<file path="src/rtl/vreg_cfg_pkg.sv">
package vreg_cfg_pkg;

    localparam int OFS_W    = 5;
    localparam int OFS_MV_W = 10;
    localparam int CTRL_W   = 3;

    localparam logic [5:0] DEV_ADDR_HI = 6'b010111;

    localparam logic [7:0] IDX_OFFSET   = 8'h00;
    localparam logic [7:0] IDX_CURRENT  = 8'h01;
    localparam logic [7:0] IDX_CTRL     = 8'h03;
    localparam logic [7:0] IDX_REVISION = 8'h13;

    localparam logic [CTRL_W-1:0] CTRL_DEFAULT = 3'b100;

    typedef enum logic [2:0] {
        ST_IDLE,
        ST_DEVADDR,
        ST_INDEX,
        ST_WDATA,
        ST_SACK,
        ST_RDATA,
        ST_MACK
    } xfer_state_e;

    typedef struct packed {
        logic       valid;
        logic [7:0] index;
        logic [7:0] data;
    } reg_wr_t;

    typedef struct packed {
        logic sda;
        logic scl_rise;
        logic scl_fall;
        logic start;
        logic stop;
    } bus_evt_t;

    function automatic logic [6:0] dev_addr(input logic sel);
        return {DEV_ADDR_HI, sel};
    endfunction

    function automatic logic [OFS_MV_W-1:0] offset_millivolts(input logic [OFS_W-1:0] code);
        if (&code)
            return OFS_MV_W'(800);
        return OFS_MV_W'(code) * OFS_MV_W'(25);
    endfunction

endpackage

</file>
<file path="src/rtl/vreg_bus_sync.sv">
module vreg_bus_sync
    import vreg_cfg_pkg::*;
#(
    parameter int STAGES = 2
) (
    input  logic     clk,
    input  logic     rst,
    input  logic     scl_i,
    input  logic     sda_i,
    output bus_evt_t evt
);
    localparam int TOP = STAGES - 1;

    logic [STAGES-1:0] scl_q, sda_q;
    logic              scl_d, sda_d;

    always_ff @(posedge clk) begin
        if (rst) begin
            scl_q <= '1;
            sda_q <= '1;
            scl_d <= 1'b1;
            sda_d <= 1'b1;
        end else begin
            scl_q <= {scl_q[STAGES-2:0], scl_i};
            sda_q <= {sda_q[STAGES-2:0], sda_i};
            scl_d <= scl_q[TOP];
            sda_d <= sda_q[TOP];
        end
    end

    always_comb begin
        evt.sda      = sda_q[TOP];
        evt.scl_rise = scl_q[TOP] & ~scl_d;
        evt.scl_fall = ~scl_q[TOP] & scl_d;
        evt.start    = scl_q[TOP] & scl_d & sda_d & ~sda_q[TOP];
        evt.stop     = scl_q[TOP] & scl_d & ~sda_d & sda_q[TOP];
    end

endmodule

</file>
<file path="src/rtl/vreg_bus_engine.sv">
module vreg_bus_engine
    import vreg_cfg_pkg::*;
(
    input  logic       clk,
    input  logic       rst,
    input  bus_evt_t   evt,
    input  logic       addr_sel,
    input  logic [7:0] rd_data,
    output reg_wr_t    wr,
    output logic [7:0] rd_index,
    output logic       sda_drive
);
    xfer_state_e state, after;
    logic [2:0]  cnt;
    logic [7:0]  shreg;
    logic        have_byte;

    always_ff @(posedge clk) begin
        wr.valid <= 1'b0;
        if (rst) begin
            state     <= ST_IDLE;
            after     <= ST_IDLE;
            cnt       <= '0;
            shreg     <= '0;
            have_byte <= 1'b0;
            sda_drive <= 1'b0;
            rd_index  <= '0;
            wr.index  <= '0;
            wr.data   <= '0;
        end else if (evt.stop) begin
            state     <= ST_IDLE;
            have_byte <= 1'b0;
            sda_drive <= 1'b0;
        end else if (evt.start) begin
            state     <= ST_DEVADDR;
            cnt       <= '0;
            have_byte <= 1'b0;
            sda_drive <= 1'b0;
        end else if (evt.scl_rise) begin
            case (state)
                ST_DEVADDR, ST_INDEX, ST_WDATA: begin
                    shreg <= {shreg[6:0], evt.sda};
                    cnt   <= cnt + 3'd1;
                    if (cnt == 3'd7) have_byte <= 1'b1;
                end
                ST_RDATA: begin
                    cnt <= cnt + 3'd1;
                    if (cnt == 3'd7) have_byte <= 1'b1;
                end
                ST_MACK: begin
                    if (evt.sda) state <= ST_IDLE;
                    else         have_byte <= 1'b1;
                end
                default: ;
            endcase
        end else if (evt.scl_fall) begin
            case (state)
                ST_DEVADDR: if (have_byte) begin
                    have_byte <= 1'b0;
                    if (shreg[7:1] == dev_addr(addr_sel)) begin
                        sda_drive <= 1'b1;
                        state     <= ST_SACK;
                        after     <= shreg[0] ? ST_RDATA : ST_INDEX;
                    end else begin
                        state <= ST_IDLE;
                    end
                end
                ST_INDEX: if (have_byte) begin
                    have_byte <= 1'b0;
                    rd_index  <= shreg;
                    sda_drive <= 1'b1;
                    state     <= ST_SACK;
                    after     <= ST_WDATA;
                end
                ST_WDATA: if (have_byte) begin
                    have_byte <= 1'b0;
                    wr.valid  <= 1'b1;
                    wr.index  <= rd_index;
                    wr.data   <= shreg;
                    sda_drive <= 1'b1;
                    state     <= ST_SACK;
                    after     <= ST_WDATA;
                end
                ST_SACK: begin
                    state <= after;
                    cnt   <= '0;
                    if (after == ST_RDATA) begin
                        shreg     <= rd_data;
                        sda_drive <= ~rd_data[7];
                    end else begin
                        sda_drive <= 1'b0;
                    end
                end
                ST_RDATA: begin
                    if (have_byte) begin
                        have_byte <= 1'b0;
                        sda_drive <= 1'b0;
                        state     <= ST_MACK;
                    end else begin
                        shreg     <= {shreg[6:0], 1'b0};
                        sda_drive <= ~shreg[6];
                    end
                end
                ST_MACK: if (have_byte) begin
                    have_byte <= 1'b0;
                    state     <= ST_RDATA;
                    cnt       <= '0;
                    shreg     <= rd_data;
                    sda_drive <= ~rd_data[7];
                end
                default: ;
            endcase
        end
    end

    // an idle or unaddressed slave never pulls the data line
    a_r2_quiet_when_idle: assert property (@(posedge clk) disable iff (rst)
        (state == ST_IDLE) |-> !sda_drive);

    // every accepted data byte is acknowledged as it is committed
    a_r10_write_acked: assert property (@(posedge clk) disable iff (rst)
        wr.valid |-> (state == ST_SACK && sda_drive));

endmodule

</file>
<file path="src/rtl/vreg_reg_file.sv">
module vreg_reg_file
    import vreg_cfg_pkg::*;
#(
    parameter int         CUR_W  = 7,
    parameter logic [7:0] REV_ID = 8'h00
) (
    input  logic              clk,
    input  logic              rst,
    input  reg_wr_t           wr,
    input  logic [7:0]        rd_index,
    input  logic [CUR_W-1:0]  core_current,
    input  logic              socket_occ,
    input  logic              wd_rst_n,
    output logic [7:0]        rd_data,
    output logic [OFS_W-1:0]  offset_code,
    output logic              wd_enable
);
    logic [CTRL_W-1:0] ctrl_q;
    logic [OFS_W-1:0]  ofs_q;
    logic              wd_hit;

    assign wd_hit      = ~wd_rst_n & ctrl_q[0];
    assign offset_code = ofs_q;
    assign wd_enable   = ctrl_q[0];

    always_ff @(posedge clk) begin
        if (rst || socket_occ) begin
            ofs_q  <= '0;
            ctrl_q <= CTRL_DEFAULT;
        end else if (wd_hit) begin
            ofs_q     <= '0;
            ctrl_q[1] <= 1'b1;
        end else if (wr.valid) begin
            case (wr.index)
                IDX_OFFSET: ofs_q <= wr.data[OFS_W-1:0];
                IDX_CTRL:   ctrl_q <= {ctrl_q[2] & wr.data[2],
                                       ctrl_q[1] & wr.data[1],
                                       wr.data[0]};
                default: ;
            endcase
        end
    end

    always_comb begin
        rd_data = '0;
        case (rd_index)
            IDX_OFFSET:   rd_data[OFS_W-1:0]  = ofs_q;
            IDX_CURRENT:  rd_data[CUR_W-1:0]  = core_current;
            IDX_CTRL:     rd_data[CTRL_W-1:0] = ctrl_q;
            IDX_REVISION: rd_data             = REV_ID;
            default:      rd_data             = '0;
        endcase
    end

    // socket change restores every default
    a_r8_socket_defaults: assert property (@(posedge clk) disable iff (rst)
        socket_occ |=> (ofs_q == '0 && ctrl_q == CTRL_DEFAULT));

    // watchdog pulse clears the offset, flags the reset, keeps the enable
    a_r9_wd_spares_ctrl: assert property (@(posedge clk) disable iff (rst)
        (!socket_occ && wd_hit) |=> (ofs_q == '0 && ctrl_q[1] && ctrl_q[0]));

    // the socket flag is never set by a write
    a_r6_socket_flag_clear_only: assert property (@(posedge clk) disable iff (rst)
        (!socket_occ && !ctrl_q[2]) |=> !ctrl_q[2]);

    // the reset-issued flag is only set by a watchdog pulse
    a_r6_issue_flag_clear_only: assert property (@(posedge clk) disable iff (rst)
        (!socket_occ && !wd_hit && !ctrl_q[1]) |=> !ctrl_q[1]);

endmodule

</file>
<file path="src/rtl/vreg_cfg_slave.sv">
module vreg_cfg_slave
    import vreg_cfg_pkg::*;
#(
    parameter int         SYNC_STAGES = 2,
    parameter int         CUR_W       = 7,
    parameter logic [7:0] REV_ID      = 8'h00
) (
    input  logic                clk,
    input  logic                rst,
    input  logic                scl_i,
    input  logic                sda_i,
    input  logic                addr_sel_i,
    input  logic                socket_occ_i,
    input  logic                wd_rst_n_i,
    input  logic [CUR_W-1:0]    core_current_i,
    output logic                sda_drive_o,
    output logic [OFS_W-1:0]    offset_code_o,
    output logic [OFS_MV_W-1:0] offset_mv_o,
    output logic                wd_enable_o
);
    bus_evt_t   evt;
    reg_wr_t    wr;
    logic [7:0] rd_index;
    logic [7:0] rd_data;

    vreg_bus_sync #(.STAGES(SYNC_STAGES)) sync_i (
        .clk   (clk),
        .rst   (rst),
        .scl_i (scl_i),
        .sda_i (sda_i),
        .evt   (evt)
    );

    vreg_bus_engine engine_i (
        .clk       (clk),
        .rst       (rst),
        .evt       (evt),
        .addr_sel  (addr_sel_i),
        .rd_data   (rd_data),
        .wr        (wr),
        .rd_index  (rd_index),
        .sda_drive (sda_drive_o)
    );

    vreg_reg_file #(.CUR_W(CUR_W), .REV_ID(REV_ID)) regs_i (
        .clk          (clk),
        .rst          (rst),
        .wr           (wr),
        .rd_index     (rd_index),
        .core_current (core_current_i),
        .socket_occ   (socket_occ_i),
        .wd_rst_n     (wd_rst_n_i),
        .rd_data      (rd_data),
        .offset_code  (offset_code_o),
        .wd_enable    (wd_enable_o)
    );

    assign offset_mv_o = offset_millivolts(offset_code_o);

endmodule

</file>
<file path="config.mk">
export PLATFORM = sky130hd
export DESIGN_NAME = vreg_cfg_slave
export DESIGN_NICKNAME = d
export VERILOG_FILES = /design/src/rtl/vreg_cfg_pkg.sv /design/src/rtl/vreg_bus_sync.sv /design/src/rtl/vreg_bus_engine.sv /design/src/rtl/vreg_reg_file.sv /design/src/rtl/vreg_cfg_slave.sv
export SDC_FILE = /design/constraint.sdc
export NUM_CORES = 1
export LEC_CHECK = 0
export ABC_CLOCK_PERIOD_IN_PS = 4500
export BUFFER_PORTS_ARGS = -buffer_cell sky130_fd_sc_hd__clkbuf_2
export CAP_MARGIN = 10
export CORE_MARGIN = 2
export CORE_UTILIZATION = 50
export DETAILED_ROUTE_END_ITERATION = 8
export GPL_TIMING_DRIVEN = 0
export HOLD_SLACK_MARGIN = 0.05
export PLACE_DENSITY = 0.7
export SETUP_SLACK_MARGIN = 0.15
export SLEW_MARGIN = 0
export SYNTH_ARGS = -nofsm -noshare
export SYNTH_HDL_FRONTEND = slang
export SYNTH_SLANG_ARGS = --single-unit
</file>
<file path="constraint.sdc">
create_clock -name clk -period 4.5 [get_ports clk]
set_clock_uncertainty 0.1 [all_clocks]
set_input_delay 0.675 -clock clk [delete_from_list [all_inputs] [get_ports clk]]
set_output_delay 0.675 -clock clk [all_outputs]
set_load 0.01 [all_outputs]
</file>
==> impl_metrics.yaml, run 1 <==
status:
  status: "complete, no violations"
power:
  net-switching-power_mw: 0.2059
  pwr-share-comb: 0.063
  switching_share: 0.2325
  seq_power_share: 0.561
  power_mw: 0.8855
  cellPowerDensity_nw_per_um2: 254.5
  ir_drop_mv: 0.1536
  p_leak_nw: 1.462
  clock_power_share: 0.376
  p_int_mw: 0.6796
timing:
  setup_slack_ps: 888.5
  period_minus_slack_ps: 3611
  worstMarginPinSlew_ps: 742.1
  finalSetupViolCount: 0
  setup-tns-final_ps: 0
  rsz0062_at_grt: "false"
  finalMaxSlewViolations: 0
  hold_viol_final: 0
  slew-limit-headroom: 0.5015
  fin_hold_ws_ps: 316.2
  fmax_ghz: 0.2769
  period_share: 0.8025
route:
  dr.pass1.iters: 5
  drt_iter0_markers: 247
  avgRoutedWirePerCell_um: 15.09
  drc_errors: 0
  vias_per_cell: 5.860
  ant_nets: 0
  via_count: 2836
  finalWirelength_um: 7302
clock_tree:
  cts_setup_buffers: 0
  cts_hold_buf: 0
  cts_root_buf: "clkbuf_8"
  cts_tree: "built"
  cts_sinks: 55
  h-tree-depth: 2
  numCtsBuffers: 5
  cts_max_path_buffers: 2
  cts_resized: 0
  cts.clk_slew.worst_paths_ps: 110
  clock_latency_ps: 320
die:
  start_util: 0.5217
  die_y_um: 83.07
  dieArea_um2: 6900
  dieWidth_um: 83.07
  coreArea_um2: 5991
  num_io_pins: 31
  rows: 28
place:
  dp_cells: 477
  hpwl_um: 5480
  place_area_um2: 3369
  port_buffers: 30
  place_ws_ps: 1235
  place_congestion: 0.9196
worst_setup_path:
  crit_type: "reg -> out"
  end_kind: "primary output"
  critPathSlowestCell: "dfxtp_1"
  crit_arrival_ps: 2840
  critPathLaunchType: "flip-flop"
  cp_common_cell: "ha_1"
  slowest_delay_ps: 490
  r2r_cells: 10
  crit_required_ps: 3720
  rrSetupSlack_ps: 2090
  crit_chain: "inv_1, ha_1, inv_1, ha_1, ha_1, ha_1, a31o_2, a21oi_1, xnor2_1, nand2_1, clkbuf_2"
  critPathMaxFanout: 7
synthesis:
  syn_area_per_cell_um2: 8.402
  async_reset_ff_frac: 0
  synth.distinct_cells: 62
  yosys_warnings: 0
  synth_edf_count: 0
  synth_cells: 372
  postSynthRegisterBits: 55
  syn_nets: 409
  synthFlopType: "dfxtp_1"
  syn_area_um2: 3125
  ys_seq_area_frac: 0.3523
worst_hold_path:
  hold_path_depth: 1
  min_path_type: "reg -> reg"
layout:
  antenna_cells: 0
  nNetsFinal: 446
  areaGrowthSynthToFinish_pct: 11.33
  final_cells: 484
  drive_gt1_frac: 0.1516
  mostFrequentLayoutCells: "dfxtp_1 (55), nand2_1 (48), a21oi_1 (31)"
  final_util: 0.5808
  postLayoutCellArea_um2: 3480
  final_common_cell: "dfxtp_1"
global_routing:
  grt_pass1_wl_um: 12100
  track_usage: 0.2107
  globalRouteOverflowTotal: 0
  antenna_found_initial: 0
  grt_pass1_vias: 2488
  grt_max_degree: 18
run:
  max-cap-violations: 0
==> cells by family (layout without fill, tap and decap cells) <==
logic type / Yosys count / after routing / synth area share
compound gates: 87 / 87 / 0.1842
xor+xnor: 7 / 7 / 0.01962
fa+ha+maj: 23 / 23 / 0.09447
buf+inv: 36 / 73 / 0.04564
flops: 55 / 55 / 0.3523
mux: 21 / 21 / 0.06885
simple gates: 143 / 143 / 0.2350
==> cell usage after synthesis, types with 3 or more instances <==
| master | n | area (um^2) |
|---|---|---|
| dfxtp_1 | 55 | 1101 |
| nand3_1 | 6 | 30.03 |
| o21ai_0 | 14 | 70.07 |
| a211oi_1 | 4 | 30.03 |
| and2_1 | 8 | 50.05 |
| clkbuf_1 | 13 | 48.80 |
| inv_1 | 14 | 52.55 |
| a22oi_1 | 3 | 22.52 |
| a21o_1 | 3 | 22.52 |
| or2_2 | 7 | 43.79 |
| nor2_1 | 29 | 108.9 |
| xnor2_1 | 5 | 43.79 |
| nand4_1 | 5 | 31.28 |
| a21boi_0 | 3 | 22.52 |
| a21oi_1 | 31 | 155.2 |
| buf_2 | 6 | 30.03 |
| nand2b_1 | 6 | 37.54 |
| mux2i_1 | 17 | 170.2 |
| ha_1 | 22 | 275.3 |
| a311oi_1 | 4 | 35.03 |
| nor3_1 | 11 | 55.05 |
| nand3b_1 | 4 | 30.03 |
| mux2_2 | 4 | 45.04 |
| nand2_1 | 48 | 180.2 |
==> worst max-delay path: cells and delay by family (launching register included) <==
kind            cells  cell delay [ps]
xor+xnor            1              130
compound gates      2              410
flops               1              490
buf+inv             3              250
simple gates        1               60
fa+ha+maj           4             1180
==> power by group through the flow <==
stage | Clock (mW) | Combinational (mW) | Sequential [mW]
floorplan | 0 | 0.0378 | 0.506
global placement | 0 | 0.0542 | 0.508
detailed placement | 0 | 0.0547 | 0.508
CTS | 0.339 | 0.0550 | 0.497
global route | 0.356 | 0.0617 | 0.498
finish | 0.333 | 0.0557 | 0.497
==> path summary, 6_finish.rpt <==
path / start / end
worst max register to register: sync_i.scl_d$_SDFF_PP1_ / engine_i.wr[14]$_SDFFE_PP0P_
worst min register to register: sync_i.sda_q[0]$_SDFF_PP1_ / sync_i.sda_q[1]$_SDFF_PP1_
worst max-delay path: regs_i.offset_code[3]$_SDFFE_PP0P_ / offset_mv_o[9]
worst min-delay path: sync_i.sda_q[0]$_SDFF_PP1_ / sync_i.sda_q[1]$_SDFF_PP1_
==> metal layers <==
metal,vias up,track usage,share of wire
li1,1395,-,-
met1,1308,0.3071,0.48
met2,115,0.3145,0.43
met3,18,0.03777,0.068
met4,0,0.06855,0.017
met5,-,0,0
==> final cells by class <==
type,instances,area (um^2)
clock inverters,2,41.29
clock buffers,5,68.82
multi-input cells,281,1882
fillers,550,2511
well taps,75,93.84
repair buffers,30,150.1
flip-flops and latches,55,1101
inverters,15,56.30
plain buffers,21,86.33
==> flip-flops by register name, summed over array words and instances, names as in the netlist <==
name,flops
engine_i.rd_index,8
engine_i.cnt,3
engine_i.shreg,8
sync_i.scl_d,1
engine_i.wr,14
engine_i.after,3
sync_i.scl_q,2
regs_i.ctrl_q,3
regs_i.offset_code,5
sync_i.sda_q,2
sync_i.sda_d,1
engine_i.sda_drive,1
engine_i.state,3
engine_i.have_byte,1
(Power assumes the default switching activity.)
==> inputs of run 2 (changes only) <==
--- a/config.mk
+++ b/config.mk
@@ -5,7 +5,7 @@
 export SDC_FILE = /design/constraint.sdc
 export NUM_CORES = 1
 export LEC_CHECK = 0
-export ABC_CLOCK_PERIOD_IN_PS = 4500
+export ABC_CLOCK_PERIOD_IN_PS = 3700
 export BUFFER_PORTS_ARGS = -buffer_cell sky130_fd_sc_hd__clkbuf_2
 export CAP_MARGIN = 10
 export CORE_MARGIN = 2
==> constraint.sdc (replaced) <==
create_clock -name clk -period 3.7 [get_ports clk]
set_clock_uncertainty 0.1 [all_clocks]
set_input_delay 0.555 -clock clk [delete_from_list [all_inputs] [get_ports clk]]
set_output_delay 0.555 -clock clk [all_outputs]
set_load 0.01 [all_outputs]
==> run 2 against run 1 <==
  * Design area about the same
  * Critical endpoint unchanged
  * Final cell count unchanged
  * Wire length unchanged
  * Total power up 22%
  * Critical path depth unchanged
  * First-iteration DRC count unchanged
  * Global-route usage unchanged
  * Clock power up 22%
  * Sequential cell count unchanged
  * Largest cell class unchanged
  * Via count unchanged
==> impl_metrics.yaml, run 2 (synthesis gave the netlist of run 1 again) <==
status:
  status: "complete, no violations"
timing:
  worstMarginPinSlew_ps: 742.1
  setup-tns-final_ps: 0
  finalSetupViolCount: 0
  period_share: 0.9175
  slew-limit-headroom: 0.5015
  fmax_ghz: 0.2946
  finalMaxSlewViolations: 0
  rsz0062_at_grt: "false"
  period_minus_slack_ps: 3395
  hold_viol_final: 0
worst_setup_path:
  slowest_delay_ps: 420
  end_kind: "primary output"
  crit_type: "reg -> out"
  cp_common_cell: "ha_1"
  crit_chain: "inv_1, ha_1, inv_1, ha_1, ha_1, ha_1, a31o_2, a21oi_1, xnor2_1, nand2_1, clkbuf_2"
  critPathSlowestCell: "dfxtp_2"
  critPathMaxFanout: 7
  crit_required_ps: 3040
  critPathLaunchType: "flip-flop"
  crit_arrival_ps: 2740
power:
  p_int_mw: 0.8265
  p_leak_nw: 1.462
  switching_share: 0.2326
  seq_power_share: 0.561
  ir_drop_mv: 0.1868
  clock_power_share: 0.376
  pwr-share-comb: 0.063
  cellPowerDensity_nw_per_um2: 309.4
  net-switching-power_mw: 0.2504
global_routing:
  grt_pass1_vias: 2488
  grt_pass1_wl_um: 12100
  antenna_found_initial: 0
  grt_max_degree: 18
  track_usage: 0.2107
  globalRouteOverflowTotal: 0
place:
  place_congestion: 0.9196
  dp_cells: 477
  port_buffers: 30
  hpwl_um: 5480
die:
  dieArea_um2: 6900
  coreArea_um2: 5991
  dieWidth_um: 83.07
  start_util: 0.5217
  die_y_um: 83.07
  num_io_pins: 31
  rows: 28
layout:
  antenna_cells: 0
  nNetsFinal: 446
  top_register: "engine_i.wr"
  drive_gt1_frac: 0.1540
  mostFrequentLayoutCells: "dfxtp_1 (54), nand2_1 (48), a21oi_1 (31)"
  areaGrowthSynthToFinish_pct: 11.37
  fill_cells: 550
  reg_top3: "engine_i.wr (14), engine_i.rd_index (8), engine_i.shreg (8)"
  final_common_cell: "dfxtp_1"
  largest_reg_flops: 14
  final_cells: 484
route:
  avgRoutedWirePerCell_um: 15.09
  finalWirelength_um: 7302
  dr.pass1.iters: 5
  via_count: 2836
  ant_nets: 0
  drc_errors: 0
  drt_iter0_markers: 247
  vias_per_cell: 5.860
clock_tree:
  numCtsBuffers: 5
  cts_hold_buf: 0
  cts_root_buf: "clkbuf_8"
  cts.clk_slew.worst_paths_ps: 110
  h-tree-depth: 2
  cts_sinks: 55
  clock_latency_ps: 320
  cts_max_path_buffers: 2
  cts_tree: "built"
  cts_setup_buffers: 0
worst_hold_path:
  min_path_type: "reg -> reg"
run:
  max-cap-violations: 0
-- run 2: area by class of cell --
type	instances	area [um^2]	share of cell area
inverters	15	56.30	0.01618
flip-flops and latches	55	1102	0.3167
multi-input cells	281	1882	0.5406
well taps	75	93.84	0.02696
clock buffers	5	68.82	0.01977
repair buffers	30	150.1	0.04313
plain buffers	21	86.33	0.02480
clock inverters	2	41.29	0.01186
-- run 2: worst paths after layout --
kind | start | endpoint | slack (ps) | cells past startpoint
worst max-delay path | regs_i.offset_code[3]$_SDFFE_PP0P_ | offset_mv_o[9] | 310 | 11
worst min-delay path | sync_i.sda_q[0]$_SDFF_PP1_ | sync_i.sda_q[1]$_SDFF_PP1_ | 320 | 1
worst max register to register | sync_i.scl_d$_SDFF_PP1_ | engine_i.wr[14]$_SDFFE_PP0P_ | 1290 | 10
worst min register to register | sync_i.sda_q[0]$_SDFF_PP1_ | sync_i.sda_q[1]$_SDFF_PP1_ | 320 | 1
-- run 2: repair_timing --
action,CTS,global route
endpoints found under the setup margin,0,1
endpoints found under the hold margin,0,0
gates resized for setup,0,1
-- run 2: through the flow --
stage / util / cell area, um^2 / setup WS [ps] / power [mW] / hold slack, ps
after detailed placement: 0.5624 / 3369 / 555.1 / 0.6847 / 296.7
after CTS: 0.5808 / 3480 / 179.6 / 1.084 / 312.2
after global routing: 0.5810 / 3481 / 166.7 / 1.114 / 320.8
after global placement: 0.5624 / 3369 / 554.9 / 0.6837 / 290.6
after floorplan: - / 3126 / 738.3 / 0.6617 / 289.5
final: 0.5810 / 3481 / 305.2 / 1.077 / 316.2
-- run 2: routing by layer --
layer | wire (um) | vias up | GRT usage
met4 | 125 | 0 | 0.06855
met3 | 495 | 18 | 0.03777
met2 | 3141 | 115 | 0.3145
met1 | 3540 | 1308 | 0.3071
met5 | 0 | - | 0
li1 | - | 1395 | -
-- run 2: power groups by stage --
stage,sequential [mW],combinational (mW),clock [mW]
after floorplan,0.616,0.0460,0
after CTS,0.604,0.0669,0.413
after global placement,0.618,0.0659,0
final,0.605,0.0677,0.405
after detailed placement,0.618,0.0665,0
after global routing,0.606,0.0750,0.433
-- run 2: critical path, delay by kind of cell (launching register included) --
kind | cells | cell delay, ps
adders and majority gates | 4 | 1170
xor gates and xnor gates | 1 | 130
DFF | 1 | 420
AOI/OAI and AO/OA | 2 | 410
buffers and inverters | 3 | 230
and+or+nand+nor | 1 | 60
